[config.mk]
export PLATFORM = sky130hd
export DESIGN_NAME = acc_exec_unit
export DESIGN_NICKNAME = d
export VERILOG_FILES = /design/src/rtl/acc_exec_pkg.sv /design/src/rtl/acc_seq.sv /design/src/rtl/acc_alu.sv /design/src/rtl/acc_regs.sv /design/src/rtl/acc_exec_unit.sv
export SDC_FILE = /design/constraint.sdc
export NUM_CORES = 1
export LEC_CHECK = 0
export BUFFER_PORTS_ARGS = -buffer_cell sky130_fd_sc_hd__buf_2
export CORE_AREA = 5 5 149 80
export DETAILED_ROUTE_END_ITERATION = 16
export DIE_AREA = 0 0 154 85
export REMOVE_ABC_BUFFERS = 1
export SLEW_MARGIN = 20
export SYNTH_ARGS = -nofsm -noshare
export SYNTH_HDL_FRONTEND = slang
export SYNTH_HIERARCHICAL = 1
export SYNTH_SLANG_ARGS = --single-unit
export TNS_END_PERCENT = 30
[constraint.sdc]
create_clock -name clk_i -period 5.14 [get_ports clk_i]
set_input_delay 0.257 -clock clk_i [delete_from_list [all_inputs] [get_ports clk_i]]
set_output_delay 0.257 -clock clk_i [all_outputs]
set_load 0.005 [all_outputs]
[src/rtl/acc_exec_pkg.sv]
package acc_exec_pkg;

  typedef enum logic [2:0] {
    OP_LOAD  = 3'b000,
    OP_STORE = 3'b001,
    OP_ADD   = 3'b010,
    OP_SUB   = 3'b011,
    OP_MUL   = 3'b100
  } acc_op_e;

  typedef enum logic {
    SEQ_IDLE = 1'b0,
    SEQ_WAIT = 1'b1
  } seq_state_e;

  function automatic logic op_reads_mem(logic [2:0] op);
    return (op == OP_LOAD) || (op == OP_ADD) || (op == OP_SUB) || (op == OP_MUL);
  endfunction

endpackage

[src/rtl/acc_seq.sv]
module acc_seq
  import acc_exec_pkg::*;
#(
  parameter int ADDR_W = 16
) (
  input  logic              clk_i,
  input  logic              rst_ni,
  input  logic              instr_valid_i,
  input  logic [2:0]        instr_op_i,
  input  logic [ADDR_W-1:0] instr_addr_i,
  output logic              instr_ready_o,
  output logic              mem_req_o,
  output logic              mem_we_o,
  output logic [ADDR_W-1:0] mem_addr_o,
  output logic              exec_en_o,
  output logic [2:0]        exec_op_o
);

  seq_state_e state_q;
  logic [2:0] op_q;
  logic       accept, rd_go, st_go;

  assign instr_ready_o = (state_q == SEQ_IDLE);
  assign accept        = instr_valid_i && instr_ready_o;
  assign rd_go         = accept && op_reads_mem(instr_op_i);
  assign st_go         = accept && (instr_op_i == OP_STORE);

  assign mem_req_o  = rd_go || st_go;
  assign mem_we_o   = st_go;
  assign mem_addr_o = instr_addr_i;

  always_ff @(posedge clk_i or negedge rst_ni) begin
    if (!rst_ni) begin
      state_q <= SEQ_IDLE;
      op_q    <= OP_LOAD;
    end else if (rd_go) begin
      state_q <= SEQ_WAIT;
      op_q    <= instr_op_i;
    end else if (state_q == SEQ_WAIT) begin
      state_q <= SEQ_IDLE;
    end
  end

  assign exec_en_o = (state_q == SEQ_WAIT);
  assign exec_op_o = op_q;

  // read data wait lasts exactly one cycle
  p_wait_single_r6: assert property (@(posedge clk_i) disable iff (!rst_ni)
    (state_q == SEQ_WAIT) |=> (state_q == SEQ_IDLE));

  p_ready_drop_r6: assert property (@(posedge clk_i) disable iff (!rst_ni)
    (instr_valid_i && instr_ready_o && op_reads_mem(instr_op_i)) |=> !instr_ready_o);

  p_undef_no_req_r7: assert property (@(posedge clk_i) disable iff (!rst_ni)
    (instr_valid_i && instr_ready_o && (instr_op_i > 3'b100)) |-> !mem_req_o);

endmodule

[src/rtl/acc_alu.sv]
module acc_alu
  import acc_exec_pkg::*;
#(
  parameter int DATA_W = 8
) (
  input  logic [2:0]        op_i,
  input  logic [DATA_W-1:0] acc_i,
  input  logic [DATA_W-1:0] opnd_i,
  output logic [DATA_W-1:0] res_o,
  output logic              carry_o,
  output logic              carry_we_o
);

  localparam int PROD_W = 2 * DATA_W;

  logic [DATA_W:0]   sum, dif;
  logic [PROD_W-1:0] prod;

  assign sum  = {1'b0, acc_i} + {1'b0, opnd_i};
  assign dif  = {1'b0, acc_i} - {1'b0, opnd_i};
  assign prod = PROD_W'(acc_i) * PROD_W'(opnd_i);

  always_comb begin
    res_o      = acc_i;
    carry_o    = 1'b0;
    carry_we_o = 1'b0;
    case (op_i)
      OP_LOAD: res_o = opnd_i;
      OP_ADD: begin
        res_o      = sum[DATA_W-1:0];
        carry_o    = sum[DATA_W];
        carry_we_o = 1'b1;
      end
      OP_SUB: begin
        res_o      = dif[DATA_W-1:0];
        carry_o    = dif[DATA_W]; // borrow
        carry_we_o = 1'b1;
      end
      OP_MUL:  res_o = prod[DATA_W-1:0];
      default: res_o = acc_i;
    endcase
  end

endmodule

[src/rtl/acc_regs.sv]
module acc_regs #(
  parameter int DATA_W = 8
) (
  input  logic              clk_i,
  input  logic              rst_ni,
  input  logic              upd_i,
  input  logic [DATA_W-1:0] res_i,
  input  logic              carry_i,
  input  logic              carry_we_i,
  output logic [DATA_W-1:0] acc_o,
  output logic              zero_o,
  output logic              carry_o
);

  always_ff @(posedge clk_i or negedge rst_ni) begin
    if (!rst_ni) begin
      acc_o   <= '0;
      zero_o  <= 1'b0;
      carry_o <= 1'b0;
    end else if (upd_i) begin
      acc_o  <= res_i;
      zero_o <= (res_i == '0);
      if (carry_we_i) carry_o <= carry_i;
    end
  end

endmodule

[src/rtl/acc_exec_unit.sv]
module acc_exec_unit
  import acc_exec_pkg::*;
#(
  parameter int DATA_W = 8,
  parameter int ADDR_W = 16
) (
  input  logic              clk_i,
  input  logic              rst_ni,
  input  logic              instr_valid_i,
  output logic              instr_ready_o,
  input  logic [2:0]        instr_op_i,
  input  logic [ADDR_W-1:0] instr_addr_i,
  output logic              mem_req_o,
  output logic              mem_we_o,
  output logic [ADDR_W-1:0] mem_addr_o,
  output logic [DATA_W-1:0] mem_wdata_o,
  input  logic [DATA_W-1:0] mem_rdata_i,
  output logic [DATA_W-1:0] acc_o,
  output logic              zero_o,
  output logic              carry_o
);

  logic              exec_en;
  logic [2:0]        exec_op;
  logic [DATA_W-1:0] alu_res;
  logic              alu_carry, alu_carry_we;

  acc_seq #(.ADDR_W(ADDR_W)) u_seq (
    .clk_i         (clk_i),
    .rst_ni        (rst_ni),
    .instr_valid_i (instr_valid_i),
    .instr_op_i    (instr_op_i),
    .instr_addr_i  (instr_addr_i),
    .instr_ready_o (instr_ready_o),
    .mem_req_o     (mem_req_o),
    .mem_we_o      (mem_we_o),
    .mem_addr_o    (mem_addr_o),
    .exec_en_o     (exec_en),
    .exec_op_o     (exec_op)
  );

  acc_alu #(.DATA_W(DATA_W)) u_alu (
    .op_i       (exec_op),
    .acc_i      (acc_o),
    .opnd_i     (mem_rdata_i),
    .res_o      (alu_res),
    .carry_o    (alu_carry),
    .carry_we_o (alu_carry_we)
  );

  acc_regs #(.DATA_W(DATA_W)) u_regs (
    .clk_i      (clk_i),
    .rst_ni     (rst_ni),
    .upd_i      (exec_en),
    .res_i      (alu_res),
    .carry_i    (alu_carry),
    .carry_we_i (alu_carry_we),
    .acc_o      (acc_o),
    .zero_o     (zero_o),
    .carry_o    (carry_o)
  );

  assign mem_wdata_o = acc_o;

  p_load_copies_r1: assert property (@(posedge clk_i) disable iff (!rst_ni)
    (exec_en && exec_op == OP_LOAD) |=> (acc_o == $past(mem_rdata_i)));

  p_mul_keeps_carry_r4: assert property (@(posedge clk_i) disable iff (!rst_ni)
    (exec_en && exec_op == OP_MUL) |=> $stable(carry_o));

  p_store_keeps_acc_r5: assert property (@(posedge clk_i) disable iff (!rst_ni)
    (instr_valid_i && instr_ready_o && instr_op_i == OP_STORE)
      |=> ($stable(acc_o) && $stable(zero_o) && $stable(carry_o)));

  p_req_on_accept_r10: assert property (@(posedge clk_i) disable iff (!rst_ni)
    mem_req_o |-> (instr_valid_i && instr_ready_o));

  p_reset_idle_r8: assert property (@(posedge clk_i)
    !rst_ni |-> (instr_ready_o && acc_o == '0 && !zero_o && !carry_o));

endmodule

==> results list <==
- Counting along the longest clock path gives a buffer depth of 2.
- The die covers 0.0131 mm2.
* Yosys reg bits: 14
- In this run, the clock network consumes 8.5% of the power.
- Largest net degree at the start of global routing: 21
- Slew margin rel.: 46.7%
- Hold path startpoint: instr_op_i[0]
- Min-Delay Path Depth: 2
- The number of different library cells used by synthesis comes to 49.
* Hold Vio Cnt, Final: 0
- Clock Sinks: 14
- Dividing the detail-routed wire length by the instance count gives 15.9 um.
- Data arrival time of the critical path: 4.76 ns
- Net switching is 49.7% of the power.
* Antenna violations before repair: 0
- The number of gates resized after CTS was 0.
- Postcts setup bufs: 0
- After synthesis the cells add up to 0.00254 mm2.
* Sequential Power Share: 14.3%
- In the routed design, unresolved DRC markers number 0.
- First-pass iteration count of the detailed router: 4
- Clock latency at the later pin of the worst-skew pair: 0.24 ns
- Syn-to-layout area delta: 10.1%
* Number of buffers added by the clock tree synthesis step: 3
- Net Sw Power: 938 uW
- Clock tree synthesis selected as its root buffer the cell clkbuf_16.
* FFs w/ async S/R, synth: 100%
- Top post-synthesis cells by count: inv_1 (38), ha_1 (32), nand2_1 (26)
- Final Cycle Share: 90.1%
- In this run, placement finished with an instance count of 450.
- After synthesis, the largest area contributor takes up 15.7% of total cell area.
- The congestion estimate from routability-driven global placement came to 0.897.
- Crit-path max FO: 11
- The number of max-slew violations in the final report came to 0.
- # fillers: 1175
- Path type of the worst setup path: reg -> reg
- Post-synth EDFFs: 0
- Mean instance size in the synthesized netlist: 8.54 um2
- Detailed placement finished with a half-perimeter wire length of 6.01 mm.
- For this block, the routed nets add up to 7.24 mm of wire.
- In this run the tool buffered the top-level ports with 34 buffer cells.
- The Yosys step of the flow raised 6 warnings.
* Wire length of the first global-routing pass: 11.9 mm
- For this run the aggregate overflow at the end of global routing stands at 0.
- Vias in the first global route: 2126
- Required time at the worst-slack endpoint: 5.27 ns
- Starting density of the core: 24.1%
* Combinational power share: 77.2%
- Reg-to-reg endpoint: u_regs/acc_o[7]
* Setup slack of the most critical reg-to-reg path: 0.51 ns
- ha_1 takes more of the synthesized area than any other cell.
- Nature of the critical path endpoint: flip-flop
* Critical Path Start Type: flip-flop
- Worst hold slack: 0.294 ns
- Adding up every negative setup slack in the final design gives 0 ns.
* Source of the worst register-to-register timing path: u_regs/acc_o[2]
- Timing would allow up to 216 MHz.
- The run finished with clean final reports.
- Clock slew at reported path FFs: 0.05 ns
* Worst hold path type: in -> reg
- Among all flip-flop cells after synthesis, the most frequent one is dfrtp_1.
- Internal power comes to 947 uW.
- LEAKAGE: 0.00139 uW
- Horiz. Die Dim: 154 um
- Final ANT Viol Nets: 0
* Power density over the cells: 673 mW/mm2
* Final worst path period need: 4.63 ns
- VDD sags by at most 0.280 mV.
* DR iter-0 viols: 141
- Across every metal layer, demand over resource in global routing totals 11.4%.
* Overall power: 1880 uW
- Number of ports placed on the die boundary: 67
- Fraction of final layout cells with drive strength greater than 1: 19.4%
- Placeable Area: 0.0105 mm2
* Top post-synthesis cells by area: ha_1 (16%), dfrtp_1 (14%), fa_1 (11%)
- For this run, the register share of the synthesized area comes to 13.8%.
* Top-count cell post-synth: inv_1
- The worst hold path terminates at u_seq/exec_op_o[0].
- For this run, the post-layout net count is 387.
- The number of cells on the worst reg-to-reg path is 17.
* Count of antenna diodes in the layout: 0
- The number of hold buffers added after CTS was 1.
- Post-synthesis instance total: 298
- From bottom edge to top edge, the die measures 85 um.
- Number of vias in the routed layout: 2116
* Critical path origin: u_regs/acc_o[2]
- The tool flagged a number of max-cap violations equal to 0.
* Worst slew pin tran: 0.777 ns
- The count of cells in the finished layout, fillers not included, comes to 455.
- Dividing the detail-routed via count by the number of cells gives 4.65.
- TritonCTS built the clock tree.
- For the final database, setup skew stands at 0.00548 ns.
* Setup violations, final: 0
- The floorplan has 27 rows.
- CTS built an H-tree with a depth of 1.
- RSZ-0062 raised after global routing: no
==> per-stage QoR <==
stage | util (%) | worst slack, ns | area (um2)
after floorplan | - | 0.737 | 2340
after global placement | 25.7 | 0.536 | 2700
after detailed placement | 25.7 | 0.498 | 2700
after CTS | 26.6 | 0.483 | 2800
after global routing | 26.6 | 0.253 | 2800
final | 26.6 | 0.508 | 2800
==> per-layer routing <==
layer | wire length, um | vias to the layer above | track usage [%] | share of wire, %
li1 | - | 996 | - | -
met1 | 3670 | 1010 | 17.6 | 51
met2 | 2630 | 108 | 13.8 | 36
met3 | 927 | 2 | 5.65 | 13
met4 | 24 | 0 | 1.76 | 0.33
met5 | 0 | - | 0 | 0
==> cell families (layout without fill, tap and decap cells) <==
family,Yosys count,after routing,synth area share [%]
and+or+nand+nor,80,80,16.5
buffers and inverters,68,80,13.9
AOI/OAI and AO/OA,53,53,14.7
adders and majority gates,46,46,26.7
xor gates and xnor gates,21,21,7.52
muxes,16,16,6.88
DFF,14,14,13.8
==> cell type report <==
cell class	instances	area [um2]	share of cell area [%]
multi-input cells	216	1840	65.7
clock buffers	4	88.8	3.17
inverters	39	146	5.22
repair buffers	37	195	6.96
well taps	145	181	6.47
flip-flops and latches	14	350	12.5
==> critical path: stages (launching register included) <==
cell,delay (ns)
dfrtp_1,0.63
ha_1,0.28
inv_1,0.08
fa_1,0.37
inv_1,0.09
fa_1,0.39
ha_1,0.30
inv_1,0.06
fa_1,0.52
inv_1,0.04
ha_1,0.33
a21o_1,0.19
a21oi_1,0.24
xnor2_2,0.14
xnor2_1,0.08
o21a_1,0.16
o32a_1,0.35
mux2_2,0.27
==> flip-flops by register name, indices dropped and copies added (netlist names) <==
signal / count
u_seq/exec_en_o: 1
u_regs/acc_o: 8
u_regs/carry_o: 1
u_regs/zero_o: 1
u_seq/exec_op_o: 3
==> cells in the final DEF, fill, tap and decap left out, types with 2 or more instances in the layout <==
cell type	instances
o211ai_1	2
nor3_1	4
o21bai_1	4
o21ai_0	6
a21oi_1	11
o21a_1	4
o221ai_1	2
xor2_1	7
inv_1	38
buf_2	34
mux2i_1	7
a211oi_1	2
and2_1	6
clkbuf_16	3
o32a_1	2
mux2_2	8
o32ai_1	2
nor2_1	20
nand2_1	26
and2_2	5
xnor2_1	13
nor2b_1	5
dfrtp_1	14
buf_4	2
nand2b_1	4
a221oi_1	4
fa_1	14
ha_1	32
a21o_1	9
==> worst max-delay path by stage <==
stage                           end  slack, ns  cells past startpoint
floorplan           u_regs/acc_o[7]       0.74                     15
global placement    u_regs/acc_o[7]       0.54                     17
detailed placement  u_regs/acc_o[7]       0.50                     17
CTS                 u_regs/acc_o[7]       0.48                     17
global route          u_regs/zero_o       0.25                     18
finish              u_regs/acc_o[7]       0.51                     17
==> power by group through the flow <==
stage,Sequential (uW),Clock [uW],Combinational [uW]
floorplan,240,0,1070
global placement,268,0,1430
detailed placement,274,0,1430
CTS,273,166,1450
global route,285,173,1650
finish,269,161,1460
Power figures use the tool's default switching activity.
